[src/rtl/wg_scratchpad.sv]
`timescale 1ns/1ps
module wg_scratchpad #(
  parameter int PORTS    = 3,
  parameter int WORDS    = 8,
  parameter int WG_SLOTS = 4,
  parameter int DW       = 32,
  localparam int BSEL  = (PORTS > 1) ? $clog2(PORTS) : 1,
  localparam int NB    = 1 << BSEL,
  localparam int AW    = $clog2(WORDS),
  localparam int SW    = (WG_SLOTS > 1) ? $clog2(WG_SLOTS) : 1,
  localparam int ROWW  = AW - BSEL,
  localparam int LW    = SW + ROWW,
  localparam int DEPTH = 1 << LW,
  localparam int PW    = (PORTS > 1) ? $clog2(PORTS) : 1
) (
  input  logic                clk,
  input  logic                rst_n,
  input  logic [PORTS-1:0]    req_valid,
  input  logic [PORTS-1:0]    req_write,
  input  logic [PORTS*AW-1:0] req_addr,
  input  logic [PORTS*SW-1:0] req_wg,
  input  logic [PORTS*DW-1:0] req_wdata,
  output logic [PORTS-1:0]    req_ready,
  output logic [PORTS-1:0]    rsp_valid,
  output logic [PORTS*DW-1:0] rsp_rdata
);

  logic [BSEL-1:0]  pbank [PORTS];
  logic [LW-1:0]    prow  [PORTS];
  logic [DW-1:0]    pdata [PORTS];
  logic [PORTS-1:0] want  [NB];
  logic [NB-1:0]    gnt_any;
  logic [PW-1:0]    gnt_port [NB];
  logic [PW-1:0]    rr [NB];
  logic [DW-1:0]    mem [NB][DEPTH];
  logic [DW-1:0]    rdata_q [PORTS];

  always_comb begin
    for (int p = 0; p < PORTS; p++) begin
      pbank[p] = req_addr[p*AW +: BSEL];
      prow[p]  = {req_wg[p*SW +: SW], req_addr[p*AW+BSEL +: ROWW]};
      pdata[p] = req_wdata[p*DW +: DW];
    end
  end

  always_comb begin
    for (int b = 0; b < NB; b++) begin
      for (int p = 0; p < PORTS; p++)
        want[b][p] = req_valid[p] && (pbank[p] == BSEL'(b));
      gnt_any[b]  = 1'b0;
      gnt_port[b] = '0;
      for (int k = 0; k < PORTS; k++) begin
        int idx;
        idx = int'(rr[b]) + k;
        if (idx >= PORTS) idx = idx - PORTS;
        if (!gnt_any[b] && want[b][idx]) begin
          gnt_any[b]  = 1'b1;
          gnt_port[b] = PW'(idx);
        end
      end
    end
  end

  genvar gp;
  generate
    for (gp = 0; gp < PORTS; gp++) begin : g_port
      assign req_ready[gp] = req_valid[gp] && gnt_any[pbank[gp]] &&
                             (gnt_port[pbank[gp]] == PW'(gp));
      assign rsp_rdata[gp*DW +: DW] = rdata_q[gp];

      a_r8_ready_needs_valid: assert property (@(posedge clk) disable iff (!rst_n)
        !req_valid[gp] |-> !req_ready[gp]);
      a_r6_read_returns: assert property (@(posedge clk) disable iff (!rst_n)
        (req_ready[gp] && !req_write[gp]) |=> rsp_valid[gp]);
      a_r6_no_spurious_rsp: assert property (@(posedge clk) disable iff (!rst_n)
        !(req_ready[gp] && !req_write[gp]) |=> !rsp_valid[gp]);
    end
  endgenerate

  always_ff @(posedge clk or negedge rst_n) begin
    if (!rst_n) begin
      for (int b = 0; b < NB; b++) rr[b] <= '0;
      rsp_valid <= '0;
    end else begin
      for (int b = 0; b < NB; b++)
        if (gnt_any[b])
          rr[b] <= (gnt_port[b] == PW'(PORTS-1)) ? '0 : gnt_port[b] + 1'b1;
      for (int p = 0; p < PORTS; p++)
        rsp_valid[p] <= req_ready[p] && !req_write[p];
    end
  end

  always_ff @(posedge clk) begin
    for (int b = 0; b < NB; b++)
      if (gnt_any[b] && req_write[gnt_port[b]])
        mem[b][prow[gnt_port[b]]] <= pdata[gnt_port[b]];
    for (int p = 0; p < PORTS; p++)
      if (req_ready[p] && !req_write[p])
        rdata_q[p] <= mem[pbank[p]][prow[p]];
  end

  logic [PORTS-1:0] taken [NB];
  logic             distinct;
  always_comb begin
    distinct = 1'b1;
    for (int b = 0; b < NB; b++)
      for (int p = 0; p < PORTS; p++)
        taken[b][p] = req_ready[p] && (pbank[p] == BSEL'(b));
    for (int i = 0; i < PORTS; i++)
      for (int j = i + 1; j < PORTS; j++)
        if (req_valid[i] && req_valid[j] && pbank[i] == pbank[j]) distinct = 1'b0;
  end

  genvar gb;
  generate
    for (gb = 0; gb < NB; gb++) begin : g_bank
      a_r4_one_per_bank: assert property (@(posedge clk) disable iff (!rst_n)
        $onehot0(taken[gb]));
    end
  endgenerate

  a_r3_distinct_all_served: assert property (@(posedge clk) disable iff (!rst_n)
    distinct |-> ((req_ready | ~req_valid) == {PORTS{1'b1}}));

endmodule

[config.mk]
export PLATFORM = sky130hd
export DESIGN_NAME = wg_scratchpad
export DESIGN_NICKNAME = d
export VERILOG_FILES = /design/src/rtl/wg_scratchpad.sv
export SDC_FILE = /design/constraint.sdc
export NUM_CORES = 2
export LEC_CHECK = 0
export BUFFER_PORTS_ARGS = -buffer_cell sky130_fd_sc_hd__buf_2
export CAP_MARGIN = 20
export CELL_PAD_IN_SITES_DETAIL_PLACEMENT = 0
export CELL_PAD_IN_SITES_GLOBAL_PLACEMENT = 1
export CORE_ASPECT_RATIO = 1.5
export CORE_MARGIN = 3
export CORE_UTILIZATION = 50
export CTS_CLUSTER_SIZE = 14
export DETAILED_ROUTE_END_ITERATION = 7
export PLACE_DENSITY_LB_ADDON = 0.2
export SETUP_SLACK_MARGIN = 0.4
export SYNTH_ARGS = -nofsm -noshare
export SYNTH_HDL_FRONTEND = slang
export SYNTH_SLANG_ARGS = --single-unit
[constraint.sdc]
create_clock -name clk -period 4.89 [get_ports clk]
set_clock_uncertainty 0.1 [all_clocks]
set_input_delay 1.2225 -clock clk [delete_from_list [all_inputs] [get_ports clk]]
set_output_delay 1.2225 -clock clk [all_outputs]
set_load 0.005 [all_outputs]
==> impl_results.rst <==
.. list-table::
   :header-rows: 1

   * - Metric
     - Value
   * - Run status
     - finished clean
   * - Number of enable-type register cells in the synthesized netlist
     - 1,120
   * - Count of final hold-check violations
     - 0
   * - 1st-pass router iterations
     - 6
   * - Area leader, netlist
     - sky130_fd_sc_hd__edfxtp_1
   * - Footprint of the multi-input gates
     - between 20,000 and 30,000 um^2
   * - Mux share of post-synthesis cell area
     - around a third
   * - CP max stage cell
     - sky130_fd_sc_hd__or4_4
   * - Unrepaired setup endpoints after global routing
     - false
   * - Area enclosed by the die boundary
     - approximately 130,000 um^2
   * - Number of fill cells in the layout
     - approximately 9,000
   * - Total via count in the routed design
     - a little under 40,000
   * - Syn Std Cell Area
     - just over 60,000 um^2
   * - Share of cells above drive strength 1
     - 43.7%
   * - Required @ worst endpoint
     - 3.57 ns
   * - Post-Route Hold Slack
     - 0.294 ns
   * - Fmax
     - between 0.2 and 0.25 GHz
   * - Synth Area in Compound Gates
     - under 10%
   * - Clock Sink Count
     - between 1,000 and 1,500
   * - CTS Buffer Depth
     - 3
   * - Internal power contribution
     - 18.8 mW
   * - Type of the worst min-delay path
     - primary input to asynchronous set/reset pin
   * - Synthesis-to-layout area growth
     - 12.8%
   * - Count of unresolved DRC violations after routing
     - 0
   * - Max-slew headroom
     - 18.0%
   * - Cell depth of the worst setup path
     - 6
   * - Start of the worst register-to-register path
     - rr[2]
   * - CP max stage delay
     - between 0.4 and 0.5 ns
   * - YS warnings
     - 0
   * - Overall power of the completed layout
     - between 20 and 30 mW
   * - I/O pin count
     - ~220
   * - Kind of cell with the highest combined delay on the critical path
     - simple AND/OR/NAND/NOR gates
   * - Yosys cell types
     - around 70
   * - Total area of sequential cells
     - between 30,000 and 40,000 um^2
   * - Synth Instances
     - around 3,300
   * - Post-Route WL
     - around 230 mm
   * - Overflow left after global routing
     - 0
   * - Final cell utilization of the core
     - a little under three fifths
   * - Final number of max-transition violations
     - 0
   * - Relative contribution of the clock network to total power
     - about a third
   * - P_leak
     - 22.6 nW
   * - Largest cells by area after synthesis
     - sky130_fd_sc_hd__edfxtp_1 (55%), sky130_fd_sc_hd__mux4_2 (35%), sky130_fd_sc_hd__nand2_1 (3.4%), sky130_fd_sc_hd__a22oi_1 (1.6%), sky130_fd_sc_hd__clkbuf_1 (0.98%)
   * - Core ar.
     - 121,000 um^2
   * - Clock Root Buffer
     - sky130_fd_sc_hd__clkbuf_16
   * - Xor/xnor share of the synthesized area
     - 0%
   * - Final total negative setup slack
     - 0 ns
   * - Area fraction of the dominant cell type after synthesis
     - 54.8%
   * - Portion of the post-synthesis area used by sequential elements
     - between 50% and 60%
   * - DP HPWL
     - approximately 140 mm
   * - Data arrival time of the worst path
     - between 3 and 4 ns
   * - Placer congestion estimate
     - between 0.9 and 1
   * - CTS tree
     - built
   * - DRC violation total after the first TritonRoute iteration
     - slightly above 6,000
   * - P per Cell Area
     - ~380 nW/um^2
   * - Cell mode on critical path
     - sky130_fd_sc_hd__buf_2
   * - Design area
     - a little under 70,000 um^2
   * - Proportion of register bits with asynchronous set or reset after synthesis
     - less than 1%
   * - Horizontal die dimension
     - around 290 um
   * - Initial Utilization
     - 50.7%
   * - Minimum period implied by the final worst setup slack
     - approximately 4.4 ns
   * - Via density per instance
     - approximately 7.7
   * - Number of buffer cells added on primary ports
     - between 200 and 250
   * - Pin count of the biggest net entering global routing
     - 136
   * - Worst path bufs/invs
     - 2
   * - Clock latency on the worst-skew pair
     - around 0.74 ns
   * - Worst setup EP type
     - primary output
   * - Number of failing setup endpoints in the final timing report
     - 0
   * - Critical Path Source Type
     - primary input
   * - Sw Ratio
     - slightly below 30%
   * - Post-Synth Simple-Gate Area
     - between 4 and 5%
   * - Wire length of the first global-routing pass
     - roughly 320 mm
   * - Syn_nets
     - between 3,000 and 4,000
   * - Slack of the worst reg-to-reg path
     - between 1 and 1.5 ns
   * - Via count of the first global-routing pass
     - 41,446
   * - Sequential share of power
     - 45.2%
   * - Depth of the most critical reg-to-reg path
     - 9
   * - Initial antenna violation count
     - 9
   * - Measured slew at the worst slew-check pin
     - ~1.2 ns
   * - Peak supply drop
     - slightly below 0.3 mV
   * - Mean post-synth cell area
     - between 15 and 20 um^2
   * - Endpoint of the worst register-to-register path
     - mem[2][176]
   * - Combined global-route utilization of all metal layers
     - between 30% and 40%
   * - Largest family of logic cells by synthesized area
     - multiplexers
   * - Routed length per placed instance
     - about 44 um
   * - Switching power
     - around 7.8 mW
   * - Crit-path max FO
     - 7
   * - Count of max-cap constraint violations
     - 0
   * - Inserted Clock Buffers
     - 111
   * - Die Ht
     - 435 um
   * - List of cells traversed by the critical path
     - buf_2 -> or3b_4 -> maj3_2 -> o211a_4 -> or4_4 -> buf_2
   * - Class of the most critical setup path
     - primary input to primary output
   * - Post-layout net count
     - roughly 3,600
   * - Number of levels the H-tree was split into
     - 3
   * - Clock transition at path regs
     - ~0.07 ns
   * - Post-synthesis register bit count
     - between 1,000 and 1,500
   * - Synth Area in Adders
     - less than 1%
   * - Number of core rows
     - ~160
   * - Main synth FF type
     - sky130_fd_sc_hd__edfxtp_1
   * - Post-cts hold buffer count
     - 0
   * - Period utilization
     - roughly nine tenths
   * - Comb pwr share
     - a little over a fifth
   * - Instance area at placement
     - roughly 65,000 um^2
   * - Number of antenna-violating nets in the routed design
     - 0
[routing by layer]
metal	routed length (um)	vias up	GRT usage [%]
met5	37	-	0
met4	19000	6	24.6
met3	27400	902	7.28
met2	111000	3363	58.5
met1	71700	20775	44.8
li1	-	14676	-
[placed cells by master, fill, tap and decap left out, types with 6 or more instances in the layout]
master / n
sky130_fd_sc_hd__edfxtp_1: 1120
sky130_fd_sc_hd__mux4_2: 960
sky130_fd_sc_hd__nand2_1: 555
sky130_fd_sc_hd__buf_2: 211
sky130_fd_sc_hd__a22oi_1: 130
sky130_fd_sc_hd__clkbuf_16: 112
sky130_fd_sc_hd__buf_4: 90
sky130_fd_sc_hd__buf_12: 57
sky130_fd_sc_hd__nor2_4: 38
sky130_fd_sc_hd__clkinv_1: 21
sky130_fd_sc_hd__inv_1: 17
sky130_fd_sc_hd__clkinv_2: 17
sky130_fd_sc_hd__clkbuf_1: 16
sky130_fd_sc_hd__bufinv_16: 16
sky130_fd_sc_hd__nand3_1: 14
sky130_fd_sc_hd__nor3_1: 13
sky130_fd_sc_hd__o21ai_0: 13
sky130_fd_sc_hd__dfrtp_1: 11
sky130_fd_sc_hd__nand2b_1: 9
sky130_fd_sc_hd__clkinvlp_4: 9
sky130_fd_sc_hd__ha_1: 8
sky130_fd_sc_hd__diode_2: 6
sky130_fd_sc_hd__inv_6: 6
sky130_fd_sc_hd__o211ai_1: 6
sky130_fd_sc_hd__buf_8: 6
[final cells by class]
type,count,area share (%)
multi-input combinational,1860,38.3
timing repair buffer,365,4.32
sequential,1131,49.0
clock buffer,129,4.15
clock inverter,75,1.24
antenna,6,0.0217
tap,1580,2.85
inverter,23,0.146
[cells by family (layout without fill, tap and decap cells)]
kind of cell	Yosys count	count (layout)
adder cells (fa/ha/maj)	12	12
flip-flops	1131	1131
multiplexers	960	960
buffers and inverters	310	592
other	0	6
AO/OA/AOI/OAI	206	206
AND/OR/NAND/NOR	682	682
[worst reg2reg max path, cell delays in order, from the launching register on]
cell                       delay, ns
sky130_fd_sc_hd__dfrtp_1        0.38
sky130_fd_sc_hd__inv_1          0.06
sky130_fd_sc_hd__ha_1           0.37
sky130_fd_sc_hd__and4bb_2       0.34
sky130_fd_sc_hd__o31ai_1        0.09
sky130_fd_sc_hd__and3_2         0.27
sky130_fd_sc_hd__o311ai_0       0.47
sky130_fd_sc_hd__o211ai_1       0.46
sky130_fd_sc_hd__nor2_4         0.72
sky130_fd_sc_hd__buf_12         0.29
[flip-flops by register name, indices dropped and copies added, names as in the netlist]
register,count
mem,1024
rdata_q,96
rr,8
rsp_valid,3
[power by group through the flow]
stage | Clock (mW) | Sequential (mW) | Combinational [mW]
6_report | 8.95 | 12.0 | 5.62
5_1_grt | 9.40 | 12.1 | 5.82
4_1_cts | 9.03 | 12.0 | 5.53
3_5_place_dp | 0 | 12.2 | 5.52
3_3_place_gp | 0 | 12.2 | 5.45
2_1_floorplan | 0 | 12.1 | 3.11
[through the flow]
step	instances	worst slack, ns
floorplan	3301	0.252
global placement	4957	0.346
detailed placement	4957	0.318
CTS	5161	0.478
global route	5164	0.400
finish	5169	0.478
[synth_stat cells, drive strengths merged, types with 3 or more instances]
master and number:
a211oi 4, a21o 5, a222oi 3, a22oi 131, and2 8, and3 3
and3b 5, buf 127, clkbuf 160, clkinv 3, dfrtp 11, edfxtp 1120
ha 8, inv 20, maj3 4, mux4 960, nand2 555, nand2b 9
nand3 14, nand3b 5, nor2 43, nor3 15, nor3b 3, nor4 3
o2111ai 5, o211ai 7, o21ai 13, o221ai 4, o22ai 4, o311ai 3
o31ai 4, or2 5, or4 3
[worst max path at each step]
stage	start	endpoint	slack [ns]
2_1_floorplan	req_addr[0]	mem[2][192]	0.25
3_3_place_gp	req_addr[6]	req_ready[0]	0.35
3_5_place_dp	req_addr[6]	req_ready[0]	0.32
4_1_cts	req_valid[0]	req_ready[1]	0.48
5_1_grt	rr[0]	req_ready[0]	0.40
6_report	req_valid[0]	req_ready[1]	0.48
[what timing repair did]
| action | 4_1_cts | 5_1_grt |
|---|---|---|
| resized for setup | 1 | 2 |
| setup endpoints to repair | 1 | 3 |
| setup buffers | 0 | 1 |
| pin swaps | 0 | 2 |
Power figures use the tool's default switching activity.
